## config.mk

```make
export PLATFORM = sky130hd
export DESIGN_NAME = gpio_pinfunc_core
export DESIGN_NICKNAME = d
export VERILOG_FILES = /design/src/rtl/gpio_pinfunc_pkg.sv /design/src/rtl/gpio_fsel_store.sv /design/src/rtl/gpio_out_latch.sv /design/src/rtl/gpio_in_sync.sv /design/src/rtl/gpio_pad_drive.sv /design/src/rtl/gpio_pinfunc_core.sv
export SDC_FILE = /design/constraint.sdc
export NUM_CORES = 1
export LEC_CHECK = 0
export BUFFER_PORTS_ARGS = -buffer_cell sky130_fd_sc_hd__buf_4
export CELL_PAD_IN_SITES_DETAIL_PLACEMENT = 2
export CELL_PAD_IN_SITES_GLOBAL_PLACEMENT = 2
export CORE_MARGIN = 4
export CORE_UTILIZATION = 32
export CTS_BUF_LIST = sky130_fd_sc_hd__clkbuf_8
export DETAILED_ROUTE_END_ITERATION = 6
export PLACE_DENSITY = 0.83
export SYNTH_ARGS = -nofsm -noshare
export SYNTH_HDL_FRONTEND = slang
export SYNTH_HIERARCHICAL = 1
export SYNTH_SLANG_ARGS = --single-unit
```

## constraint.sdc

```tcl
create_clock -name clk -period 6.08 [get_ports clk]
set_input_delay 1.52 -clock clk [delete_from_list [all_inputs] [get_ports clk]]
set_output_delay 1.52 -clock clk [all_outputs]
set_load 0.005 [all_outputs]
```

## src/rtl/gpio_pinfunc_pkg.sv

```systemverilog
package gpio_pinfunc_pkg;

    // Width of one per-pin function field.
    localparam int FIELD_W = 3;

    // Function codes. The peripheral numbering is not monotonic in the code.
    typedef enum logic [FIELD_W-1:0] {
        FUNC_INPUT   = 3'd0,
        FUNC_OUTPUT  = 3'd1,
        FUNC_PERIPH5 = 3'd2,
        FUNC_PERIPH4 = 3'd3,
        FUNC_PERIPH0 = 3'd4,
        FUNC_PERIPH1 = 3'd5,
        FUNC_PERIPH2 = 3'd6,
        FUNC_PERIPH3 = 3'd7
    } func_code_e;

    // Byte offsets of the register groups.
    localparam logic [7:0] OFS_FUNC  = 8'h00;
    localparam logic [7:0] OFS_SET   = 8'h1C;
    localparam logic [7:0] OFS_CLR   = 8'h28;
    localparam logic [7:0] OFS_LEVEL = 8'h34;

    // Kind of register an access targets.
    typedef enum logic [2:0] {
        ACC_NONE,
        ACC_FUNC,
        ACC_SET,
        ACC_CLR,
        ACC_LEVEL
    } acc_kind_e;

endpackage

```

## src/rtl/gpio_fsel_store.sv

```systemverilog
module gpio_fsel_store
    import gpio_pinfunc_pkg::*;
#(
    parameter int NUM_PINS = 54,
    parameter int PER_WORD = 10,
    parameter int IDX_W    = 6
) (
    input  logic                                  clk,
    input  logic                                  rst,
    input  logic                                  wr_en,
    input  logic [IDX_W-1:0]                      word_idx,
    input  logic [PER_WORD*FIELD_W-1:0]           wdata,
    output logic [PER_WORD*FIELD_W-1:0]           rd_word,
    output logic [NUM_PINS-1:0][FIELD_W-1:0]      codes
);

    typedef struct packed {
        logic [NUM_PINS-1:0][FIELD_W-1:0] code;
    } fsel_st_t;

    fsel_st_t st_d, st_q;

    // Next state: only fields that belong to the addressed word take new data.
    always_comb begin
        st_d = st_q;
        if (wr_en) begin
            for (int p = 0; p < NUM_PINS; p++) begin
                if (int'(word_idx) == p / PER_WORD) begin
                    st_d.code[p] = wdata[FIELD_W*(p % PER_WORD) +: FIELD_W];
                end
            end
        end
    end

    always_ff @(posedge clk) begin
        if (rst) begin
            st_q <= '0;
        end else begin
            st_q <= st_d;
        end
    end

    // Readback: fields with no pin stay zero.
    always_comb begin
        rd_word = '0;
        for (int p = 0; p < NUM_PINS; p++) begin
            if (int'(word_idx) == p / PER_WORD) begin
                rd_word[FIELD_W*(p % PER_WORD) +: FIELD_W] = st_q.code[p];
            end
        end
    end

    assign codes = st_q.code;

endmodule

```

## src/rtl/gpio_out_latch.sv

```systemverilog
module gpio_out_latch #(
    parameter int NUM_PINS = 54,
    parameter int BUS_W    = 32,
    parameter int IDX_W    = 6
) (
    input  logic                clk,
    input  logic                rst,
    input  logic                set_en,
    input  logic                clr_en,
    input  logic [IDX_W-1:0]    bank_idx,
    input  logic [BUS_W-1:0]    wdata,
    output logic [NUM_PINS-1:0] out_lvl
);

    typedef struct packed {
        logic [NUM_PINS-1:0] lvl;
    } out_st_t;

    out_st_t st_d, st_q;

    // Strobe registers: a one bit acts, a zero bit keeps the latch.
    always_comb begin
        st_d = st_q;
        for (int p = 0; p < NUM_PINS; p++) begin
            if (int'(bank_idx) == p / BUS_W && wdata[p % BUS_W]) begin
                if (set_en) begin
                    st_d.lvl[p] = 1'b1;
                end
                if (clr_en) begin
                    st_d.lvl[p] = 1'b0;
                end
            end
        end
    end

    always_ff @(posedge clk) begin
        if (rst) begin
            st_q <= '0;
        end else begin
            st_q <= st_d;
        end
    end

    assign out_lvl = st_q.lvl;

endmodule

```

## src/rtl/gpio_in_sync.sv

```systemverilog
module gpio_in_sync #(
    parameter int NUM_PINS = 54,
    parameter int STAGES   = 2
) (
    input  logic                clk,
    input  logic                rst,
    input  logic [NUM_PINS-1:0] raw_in,
    output logic [NUM_PINS-1:0] sync_out
);

    typedef struct packed {
        logic [STAGES-1:0][NUM_PINS-1:0] stg;
    } sync_st_t;

    sync_st_t st_d, st_q;

    always_comb begin
        st_d = st_q;
        st_d.stg[0] = raw_in;
        for (int s = 1; s < STAGES; s++) begin
            st_d.stg[s] = st_q.stg[s-1];
        end
    end

    always_ff @(posedge clk) begin
        if (rst) begin
            st_q <= '0;
        end else begin
            st_q <= st_d;
        end
    end

    assign sync_out = st_q.stg[STAGES-1];

endmodule

```

## src/rtl/gpio_pad_drive.sv

```systemverilog
module gpio_pad_drive
    import gpio_pinfunc_pkg::*;
#(
    parameter int NUM_PINS = 54
) (
    input  logic [NUM_PINS-1:0][FIELD_W-1:0] codes,
    input  logic [NUM_PINS-1:0]              periph_oe,
    output logic [NUM_PINS-1:0]              pad_oe,
    output logic [NUM_PINS-1:0][FIELD_W-1:0] pad_sel
);

    for (genvar g = 0; g < NUM_PINS; g++) begin : g_pin
        always_comb begin
            case (func_code_e'(codes[g]))
                FUNC_INPUT: begin
                    pad_oe[g]  = 1'b0;
                    pad_sel[g] = '0;
                end
                FUNC_OUTPUT: begin
                    pad_oe[g]  = 1'b1;
                    pad_sel[g] = '0;
                end
                default: begin
                    pad_oe[g]  = periph_oe[g];
                    pad_sel[g] = codes[g];
                end
            endcase
        end
    end

endmodule

```

## src/rtl/gpio_pinfunc_core.sv

```systemverilog
module gpio_pinfunc_core
    import gpio_pinfunc_pkg::*;
#(
    parameter int NUM_PINS = 54,
    parameter int BUS_W    = 32,
    parameter int ADDR_W   = 8
) (
    input  logic                          clk,
    input  logic                          rst,
    input  logic                          bus_wr,
    input  logic                          bus_rd,
    input  logic [ADDR_W-1:0]             bus_addr,
    input  logic [BUS_W-1:0]              bus_wdata,
    output logic [BUS_W-1:0]              bus_rdata,
    input  logic [NUM_PINS-1:0]           pad_in,
    input  logic [NUM_PINS-1:0]           periph_oe,
    output logic [NUM_PINS-1:0]           pad_out,
    output logic [NUM_PINS-1:0]           pad_oe,
    output logic [NUM_PINS*FIELD_W-1:0]   pad_fsel_alt
);

    localparam int PER_WORD   = BUS_W / FIELD_W;
    localparam int FUNC_WORDS = (NUM_PINS + PER_WORD - 1) / PER_WORD;
    localparam int NUM_BANKS  = (NUM_PINS + BUS_W - 1) / BUS_W;
    localparam int IDX_W      = ADDR_W - 2;
    localparam int FUNC_IDX   = int'(OFS_FUNC) / 4;
    localparam int SET_IDX    = int'(OFS_SET) / 4;
    localparam int CLR_IDX    = int'(OFS_CLR) / 4;
    localparam int LEVEL_IDX  = int'(OFS_LEVEL) / 4;
    localparam int SYNC_STAGES = 2;

    // Address decode.
    acc_kind_e          acc;
    logic [IDX_W-1:0]   sub_idx;
    logic [IDX_W-1:0]   word_idx;

    assign word_idx = bus_addr[ADDR_W-1:2];

    always_comb begin
        acc     = ACC_NONE;
        sub_idx = '0;
        if (bus_addr[1:0] == 2'b00) begin
            if (int'(word_idx) >= FUNC_IDX && int'(word_idx) < FUNC_IDX + FUNC_WORDS) begin
                acc     = ACC_FUNC;
                sub_idx = word_idx - IDX_W'(FUNC_IDX);
            end else if (int'(word_idx) >= SET_IDX && int'(word_idx) < SET_IDX + NUM_BANKS) begin
                acc     = ACC_SET;
                sub_idx = word_idx - IDX_W'(SET_IDX);
            end else if (int'(word_idx) >= CLR_IDX && int'(word_idx) < CLR_IDX + NUM_BANKS) begin
                acc     = ACC_CLR;
                sub_idx = word_idx - IDX_W'(CLR_IDX);
            end else if (int'(word_idx) >= LEVEL_IDX && int'(word_idx) < LEVEL_IDX + NUM_BANKS) begin
                acc     = ACC_LEVEL;
                sub_idx = word_idx - IDX_W'(LEVEL_IDX);
            end
        end
    end

    // Function-select storage.
    logic [PER_WORD*FIELD_W-1:0]        func_rd;
    logic [NUM_PINS-1:0][FIELD_W-1:0]   codes;

    gpio_fsel_store #(
        .NUM_PINS (NUM_PINS),
        .PER_WORD (PER_WORD),
        .IDX_W    (IDX_W)
    ) fsel_i (
        .clk      (clk),
        .rst      (rst),
        .wr_en    (bus_wr && acc == ACC_FUNC),
        .word_idx (sub_idx),
        .wdata    (bus_wdata[PER_WORD*FIELD_W-1:0]),
        .rd_word  (func_rd),
        .codes    (codes)
    );

    // Output latches.
    gpio_out_latch #(
        .NUM_PINS (NUM_PINS),
        .BUS_W    (BUS_W),
        .IDX_W    (IDX_W)
    ) outl_i (
        .clk      (clk),
        .rst      (rst),
        .set_en   (bus_wr && acc == ACC_SET),
        .clr_en   (bus_wr && acc == ACC_CLR),
        .bank_idx (sub_idx),
        .wdata    (bus_wdata),
        .out_lvl  (pad_out)
    );

    // Input synchronizer.
    logic [NUM_PINS-1:0] sync_lvl;

    gpio_in_sync #(
        .NUM_PINS (NUM_PINS),
        .STAGES   (SYNC_STAGES)
    ) sync_i (
        .clk      (clk),
        .rst      (rst),
        .raw_in   (pad_in),
        .sync_out (sync_lvl)
    );

    // Pad control.
    logic [NUM_PINS-1:0][FIELD_W-1:0] pad_sel;

    gpio_pad_drive #(
        .NUM_PINS (NUM_PINS)
    ) drive_i (
        .codes     (codes),
        .periph_oe (periph_oe),
        .pad_oe    (pad_oe),
        .pad_sel   (pad_sel)
    );

    assign pad_fsel_alt = pad_sel;

    // Registered read path.
    typedef struct packed {
        logic [BUS_W-1:0] rdata;
    } rd_st_t;

    rd_st_t rd_d, rd_q;

    always_comb begin
        rd_d = '0;
        if (bus_rd) begin
            case (acc)
                ACC_FUNC: begin
                    rd_d.rdata = BUS_W'(func_rd);
                end
                ACC_LEVEL: begin
                    for (int p = 0; p < NUM_PINS; p++) begin
                        if (int'(sub_idx) == p / BUS_W) begin
                            rd_d.rdata[p % BUS_W] = sync_lvl[p];
                        end
                    end
                end
                default: begin
                    rd_d.rdata = '0;
                end
            endcase
        end
    end

    always_ff @(posedge clk) begin
        if (rst) begin
            rd_q <= '0;
        end else begin
            rd_q <= rd_d;
        end
    end

    assign bus_rdata = rd_q.rdata;

endmodule

```

After elaboration in Yosys (flattened, before gate mapping). Index checks and enable logic that the tools add are counted.

Bitwise logic cells: 1. Magnitude comparators: 7. Equality and inequality tests: 63. Reductions and logical operators: 232. Mux-type cells: 229. Add/sub/neg operators: 3.

Operator list (number): $mux W3 (113); $eq A3 B1 Y1 const B (55); $logic_not A3 Y1 (54); $reduce_and A2 Y1 (60); $reduce_or A2 Y1 (55); $pmux W1 S2 (54); $pmux W32 S2 (1); $logic_and A1 B1 Y1 (60); $mux W1 (56); $mux W6 (5); $lt A6 B4 Y1 const B (3); $eq A6 B3 Y1 const B (2); $eq A6 B4 Y1 const B (2); $ge A6 B4 Y1 const B (2); $sub A6 B4 Y6 const B (2); $eq A3 B2 Y1 const B (2); $eq A6 B2 Y1 const B (1); $ge A6 B3 Y1 const B (1); $logic_not A6 Y1 (1); $lt A6 B3 Y1 const B (1); $sub A6 B3 Y6 const B (1); $eq A3 B3 Y1 const B (1); $logic_not A2 Y1 (1); $reduce_bool A2 Y1 (1); $not A1 Y1 (1).

Logic and storage cells: 646. Bits in registers: 356. Output and inout port bits: 302. Input port bits: 152.

Logic depth before layout (Yosys ltp).
Depth after elaboration: 15. Mapped depth: 17. Depth with buffers taken out: 13.

Cells and area by module. Netlist, hierarchy kept.

By module, submodules not included: gpio_fsel_store (area an instance 6799.0 um2, cells an instance 867, times used 1, sequential area each 3243.1 um2); gpio_in_sync (area an instance 2947.8 um2, cells an instance 228, times used 1, sequential area each 2162.1 um2); gpio_out_latch (area an instance 2308.5 um2, cells an instance 221, times used 1, sequential area each 1081.0 um2); gpio_pad_drive (area an instance 1891.8 um2, cells an instance 270, times used 1, sequential area each 0.0 um2); gpio_pinfunc_core (area an instance 1815.5 um2, cells an instance 163, times used 1, sequential area each 640.6 um2).

Worst setup path before layout. No wires, ideal clock.

Path type: input -> register. Start point: input port bus_addr[3]. End point: register rd_q (netlist bit bus_rdata[12]). Arrival time: 5025 ps. Path buffers: 2. Stages on the path: 13. Library setup time: 59 ps. Setup slack: 996 ps. Data required time: 6021 ps. Path through: inv_1 ha_1 nand3b_4 a211oi_4 o41ai_1 a2111oi_0 nor4b_2 and2_0 buf_2 buf_2 a22oi_1 o21ai_0 a22o_1.

Word-level cells in the longest chain between the ends: 14. Elaborated cells between the ends (all ways): 38. Classes of those cells: 3 x add/sub; 7 x order compare; 6 x eq/ne; 18 x mux; 4 x reduce/logical.

RTL lines: start: declaration (RTL line gpio_pinfunc_core.sv:12) `input logic [ADDR_W-1:0] bus_addr,`; $ge A6 B4 Y1 / $lt A6 B4 Y1 (equally long branches) (RTL line gpio_pinfunc_core.sv:52) `end else if (int'(word_idx) >= LEVEL_IDX && int'(word_idx) < LEVEL_IDX + NUM_BANKS) begin`; $logic_and A1 B1 Y1 (RTL line gpio_pinfunc_core.sv:52); $mux W6 (RTL line gpio_pinfunc_core.sv:52); $mux W6 (RTL line gpio_pinfunc_core.sv:49) `end else if (int'(word_idx) >= CLR_IDX && int'(word_idx) < CLR_IDX + NUM_BANKS) begin`; $mux W6 (RTL line gpio_pinfunc_core.sv:46) `end else if (int'(word_idx) >= SET_IDX && int'(word_idx) < SET_IDX + NUM_BANKS) begin`; $mux W6 (*) (RTL line gpio_pinfunc_core.sv:43) `if (int'(word_idx) >= FUNC_IDX && int'(word_idx) < FUNC_IDX + FUNC_WORDS) begin`; $mux W6 (*) (RTL line gpio_pinfunc_core.sv:42) `if (bus_addr[1:0] == 2'b00) begin`; net sub_idx[2] (RTL line gpio_pinfunc_core.sv:34) `logic [IDX_W-1:0] sub_idx;`; $logic_not A6 Y1 (RTL line gpio_fsel_store.sv:47) `if (int'(word_idx) == p / PER_WORD) begin`; $mux W3 (4 in a row) (RTL line gpio_fsel_store.sv:47); $mux W3 (*) (RTL line gpio_fsel_store.sv:47); net func_rd[12] (RTL line gpio_pinfunc_core.sv:60) `logic [PER_WORD*FIELD_W-1:0] func_rd;`; $pmux W32 S2 (*) (RTL line gpio_pinfunc_core.sv:129) `case (acc)`; end signal: assignment (RTL line gpio_pinfunc_core.sv:151) `rd_q <= rd_d;`; end: declaration (RTL line gpio_pinfunc_core.sv:124) `rd_st_t rd_d, rd_q;`.

The timed path passes the listed nets; every way through them passes the cells marked *. A chain may end at the register's enable or synchronous reset.

Worst setup path in the final report.
Start point: input port bus_addr[3]. End point: register fsel_i.st_q (netlist bit fsel_i/codes[152]).

Elaborated cells between the ends (all ways): 27. Classes of those cells: 3 x add/sub; 7 x order compare; 2 x eq/ne; 10 x mux; 5 x reduce/logical.

RTL lines: $ge A6 B4 Y1 / $lt A6 B4 Y1 (equally long branches) (RTL line gpio_pinfunc_core.sv:52); $logic_and A1 B1 Y1 (RTL line gpio_pinfunc_core.sv:52); $mux W6 (RTL line gpio_pinfunc_core.sv:52); $mux W6 (RTL line gpio_pinfunc_core.sv:49); $mux W6 (RTL line gpio_pinfunc_core.sv:46); $mux W6 (*) (RTL line gpio_pinfunc_core.sv:43); $mux W6 (*) (RTL line gpio_pinfunc_core.sv:42); net sub_idx[5] (RTL line gpio_pinfunc_core.sv:34); $eq A6 B4 Y1 (*) (RTL line gpio_fsel_store.sv:28) `if (int'(word_idx) == p / PER_WORD) begin`; $reduce_and A2 Y1 (no line) (*); end signal: assignment (RTL line gpio_fsel_store.sv:39) `st_q <= st_d;`; end: declaration (RTL line gpio_fsel_store.sv:21) `fsel_st_t st_d, st_q;`.

Marks and branches as above.

==> summary.txt <==
Cells and area
  – Nets: 2229
  – Fill count: 5380
  – Final non-filler cell total: 2786
  – Final Instance Area: 20670 um2
  – Syn-to-layout area delta: 31.12%
  – Layout cells sized above 1: 35.64%
  – Util after Layout: 42.31%

Global routing
  – Largest net degree at the start of global routing: 136
  – Global-route wire length before repair: 99030 um
  – Tot GR Track Use: 24.15%
  – Initial antenna violation count: 0
  – Congestion Overflow GR: 0
  – Vias in the first global route: 16078

Synth
  – Yosys warns: 6
  – Syn_nets: 1908
  – Synth Flop Type: dfxtp_1
  – Synth Register Bits: 356
  – Post-synthesis cell type count: 56
  – Number of flops mapped to enable cells by yosys: 0
  – Mean Syn Cell Area: 9.012 um2
  – Post-Syn Area: 15760 um2
  – Post-synthesis sequential area ratio: 45.21%
  – Post-synth ARST share: 0%
  – Cells after synthesis: 1749

Drt
  – Vias per inst: 5.192
  – DRC viols: 0
  – 1st-iter DRT viols: 755
  – Routed wl met2: 35820 um
  – Antenna-violating nets left: 0
  – DRT met1 WL: 25070 um
  – DR WL/cell: 24.00 um
  – 1st-pass router iterations: 5
  – Vias post-DR: 14466
  – Met3 routed WL: 3365 um
  – Routed WL: 66860 um
  – Max layer used: met4

STA
  – Final setup margin: 1.222 ns
  – Post-route setup TNS: 0 ns
  – RSZ-0062 raised after global routing: no
  – Hold Vio Cnt, Final: 0
  – Final setup viols: 0
  – Clock skew: 0.03848 ns
  – Actual slew at the worst max-slew pin: 0.9937 ns
  – Final worst-path cycle share: 79.90%
  – Fin crit period: 4.858 ns
  – Final Max Tran Viols: 0
  – Relative slew slack: 33.24%
  – FMAX: 0.2058 GHz
  – Hold slack: 0.4349 ns

Clock network
  – Hold-fix buffers, CTS: 0
  – Clk buf depth: 3
  – Clock net sink count: 356
  – Clk Latency, worst-skew pair: 0.67 ns
  – PostCTS Resize Cnt: 0
  – # H-tree levels: 2
  – Total CTS buffers: 61
  – Setup repair bufs after CTS: 0
  – Clock slew at reported path FFs: 0.06 ns
  – CTS tree: done
  – Root Buffer: clkbuf_8

Critical path
  – Worst path cell trace: buf_4 > inv_1 > ha_1 > inv_1 > o211a_1 > a2bb2o_1 > nor2b_1 > a31oi_1 > nor2_1 > nor4b_2 > nand3_1 > mux2i_1 > nor2_1
  – Bufs and invs on worst path: 3
  – CP max stage delay: 0.80 ns
  – Slowest-stage cell, CP: nand3_1
  – Delay-heaviest family, CP: simple AND/OR/NAND/NOR gates
  – CP startpoint kind: input port
  – Crit Path Class: in -> reg
  – CP Capture Type: flop
  – CP Data Required Time: 6.60 ns
  – CP arrival: 5.38 ns
  – Maximum fanout along the worst path: 12

Power
  – Power per cell area: 243.3 nW/um2
  – P_leak: 8.703 nW
  – Overall Power: 5.028 mW
  – VDD IR max: 0.1697 mV

Placed design
  – IO buf count: 453
  – Cell Area, Placed: 19290 um2
  – Gpl congestion: 0.8804
  – Pre-CTS setup slack: 0.5830 ns
  – Hpwl dp: 49710 um
  – Placed cells: 2671

Die
  – Die height: 229.9 um
  – Die X-Extent: 229.9 um
  – IO Count: 454
  – Die area: 52870 um2
  – CORE AREA: 48850 um2
  – Starting Density: 32.27%
  – Cell Rows: 81

Hold path
  – Hold crit path type: reg -> reg

Flow run
  – Total of max-cap violations: 0

Outcome
  – Status: finished, final reports clean
-- cells by family after synthesis --
kind of cell / count (synthesis) / share of synthesized area [%]
flops: 356 / 45.21
mux: 126 / 11.27
simple gates: 652 / 21.01
xor+xnor: 1 / 0.05557
buf+inv: 261 / 7.144
compound gates: 346 / 14.75
fa+ha+maj: 7 / 0.5556
-- state kept, by name, indices dropped and copies added, names as in the netlist --
register,flops
bus_rdata,32
outl_i/out_lvl,54
sync_i/sync_out,54
sync_i/st_d,54
fsel_i/codes,162
-- worst reg2reg max path, stage by stage, from the launching register on --
cell and delay [ns]:
dfxtp_1 0.37, mux4_2 0.53, a22oi_1 0.18, nand2_1 0.13, a22o_1 0.24
-- path summary, 6_finish.rpt --
check,slack (ns),start,cells after the start,to
min reg2reg,0.43,sync_i/st_d[104],1,sync_i/sync_out[50]
max reg2reg,4.51,fsel_i/codes[99],4,bus_rdata[9]
max,1.22,bus_addr[3],13,fsel_i/codes[152]
min,0.43,sync_i/st_d[104],1,sync_i/sync_out[50]
-- Yosys cell counts, types with 10 or more instances --
master | instances | area, um2
dfxtp_1 | 356 | 7127
a22o_1 | 22 | 192.7
a41oi_1 | 32 | 280.3
inv_1 | 33 | 123.9
buf_6 | 13 | 146.4
mux2_4 | 72 | 1081
a22oi_1 | 17 | 127.6
a211oi_1 | 22 | 165.2
nor2b_1 | 102 | 638.1
a311oi_1 | 10 | 87.58
clkbuf_1 | 175 | 656.9
nand4_1 | 23 | 143.9
nor2_1 | 103 | 386.6
mux2i_1 | 38 | 380.4
buf_2 | 39 | 195.2
a221oi_1 | 26 | 227.7
nand2_1 | 319 | 1197
and2b_2 | 54 | 473.0
a21oi_1 | 167 | 835.8
o21ai_0 | 21 | 105.1
nor2b_2 | 10 | 87.58
mux4_2 | 12 | 270.3
-- power by group --
part | switching (mW) | internal, mW
logic | 0.152 | 0.117
registers | 0.0112 | 2.37
clock network | 1.03 | 1.35
total | 1.20 | 3.83
-- layout make-up --
| cell class | instances | area [um2] | share of cell area (%) |
|---|---|---|---|
| multi-input combinational | 1132 | 7543 | 36.50 |
| sequential | 356 | 7127 | 34.48 |
| timing repair buffer | 486 | 3669 | 17.75 |
| clock buffer | 83 | 1142 | 5.527 |
| tap | 664 | 830.8 | 4.020 |
| clock inverter | 31 | 227.7 | 1.102 |
| inverter | 33 | 125.1 | 0.6054 |
| antenna | 1 | 2.502 | 0.01211 |
-- per-layer routing --
layer / global-route usage, % / vias up
li1: - / 6548
met1: 26.29 / 7269
met2: 45.80 / 503
met3: 4.819 / 146
met4: 9.357 / 0
met5: 0 / -
-- placed cells by master (no fill, tap or decap), types with 12 or more instances in the layout --
cell type / count
mux2i_1: 38
a21oi_1: 167
mux4_2: 12
nor2b_2: 12
nor2_1: 103
nand2_1: 319
a22o_1: 22
clkbuf_8: 83
mux2_4: 72
o21ai_0: 21
nand4_1: 23
buf_4: 484
dfxtp_1: 356
a211oi_1: 22
a41oi_1: 32
inv_1: 52
a221oi_1: 26
and2b_2: 54
a22oi_1: 17
nor2b_1: 100
No activity file was read; power rests on OpenSTA's default activity.
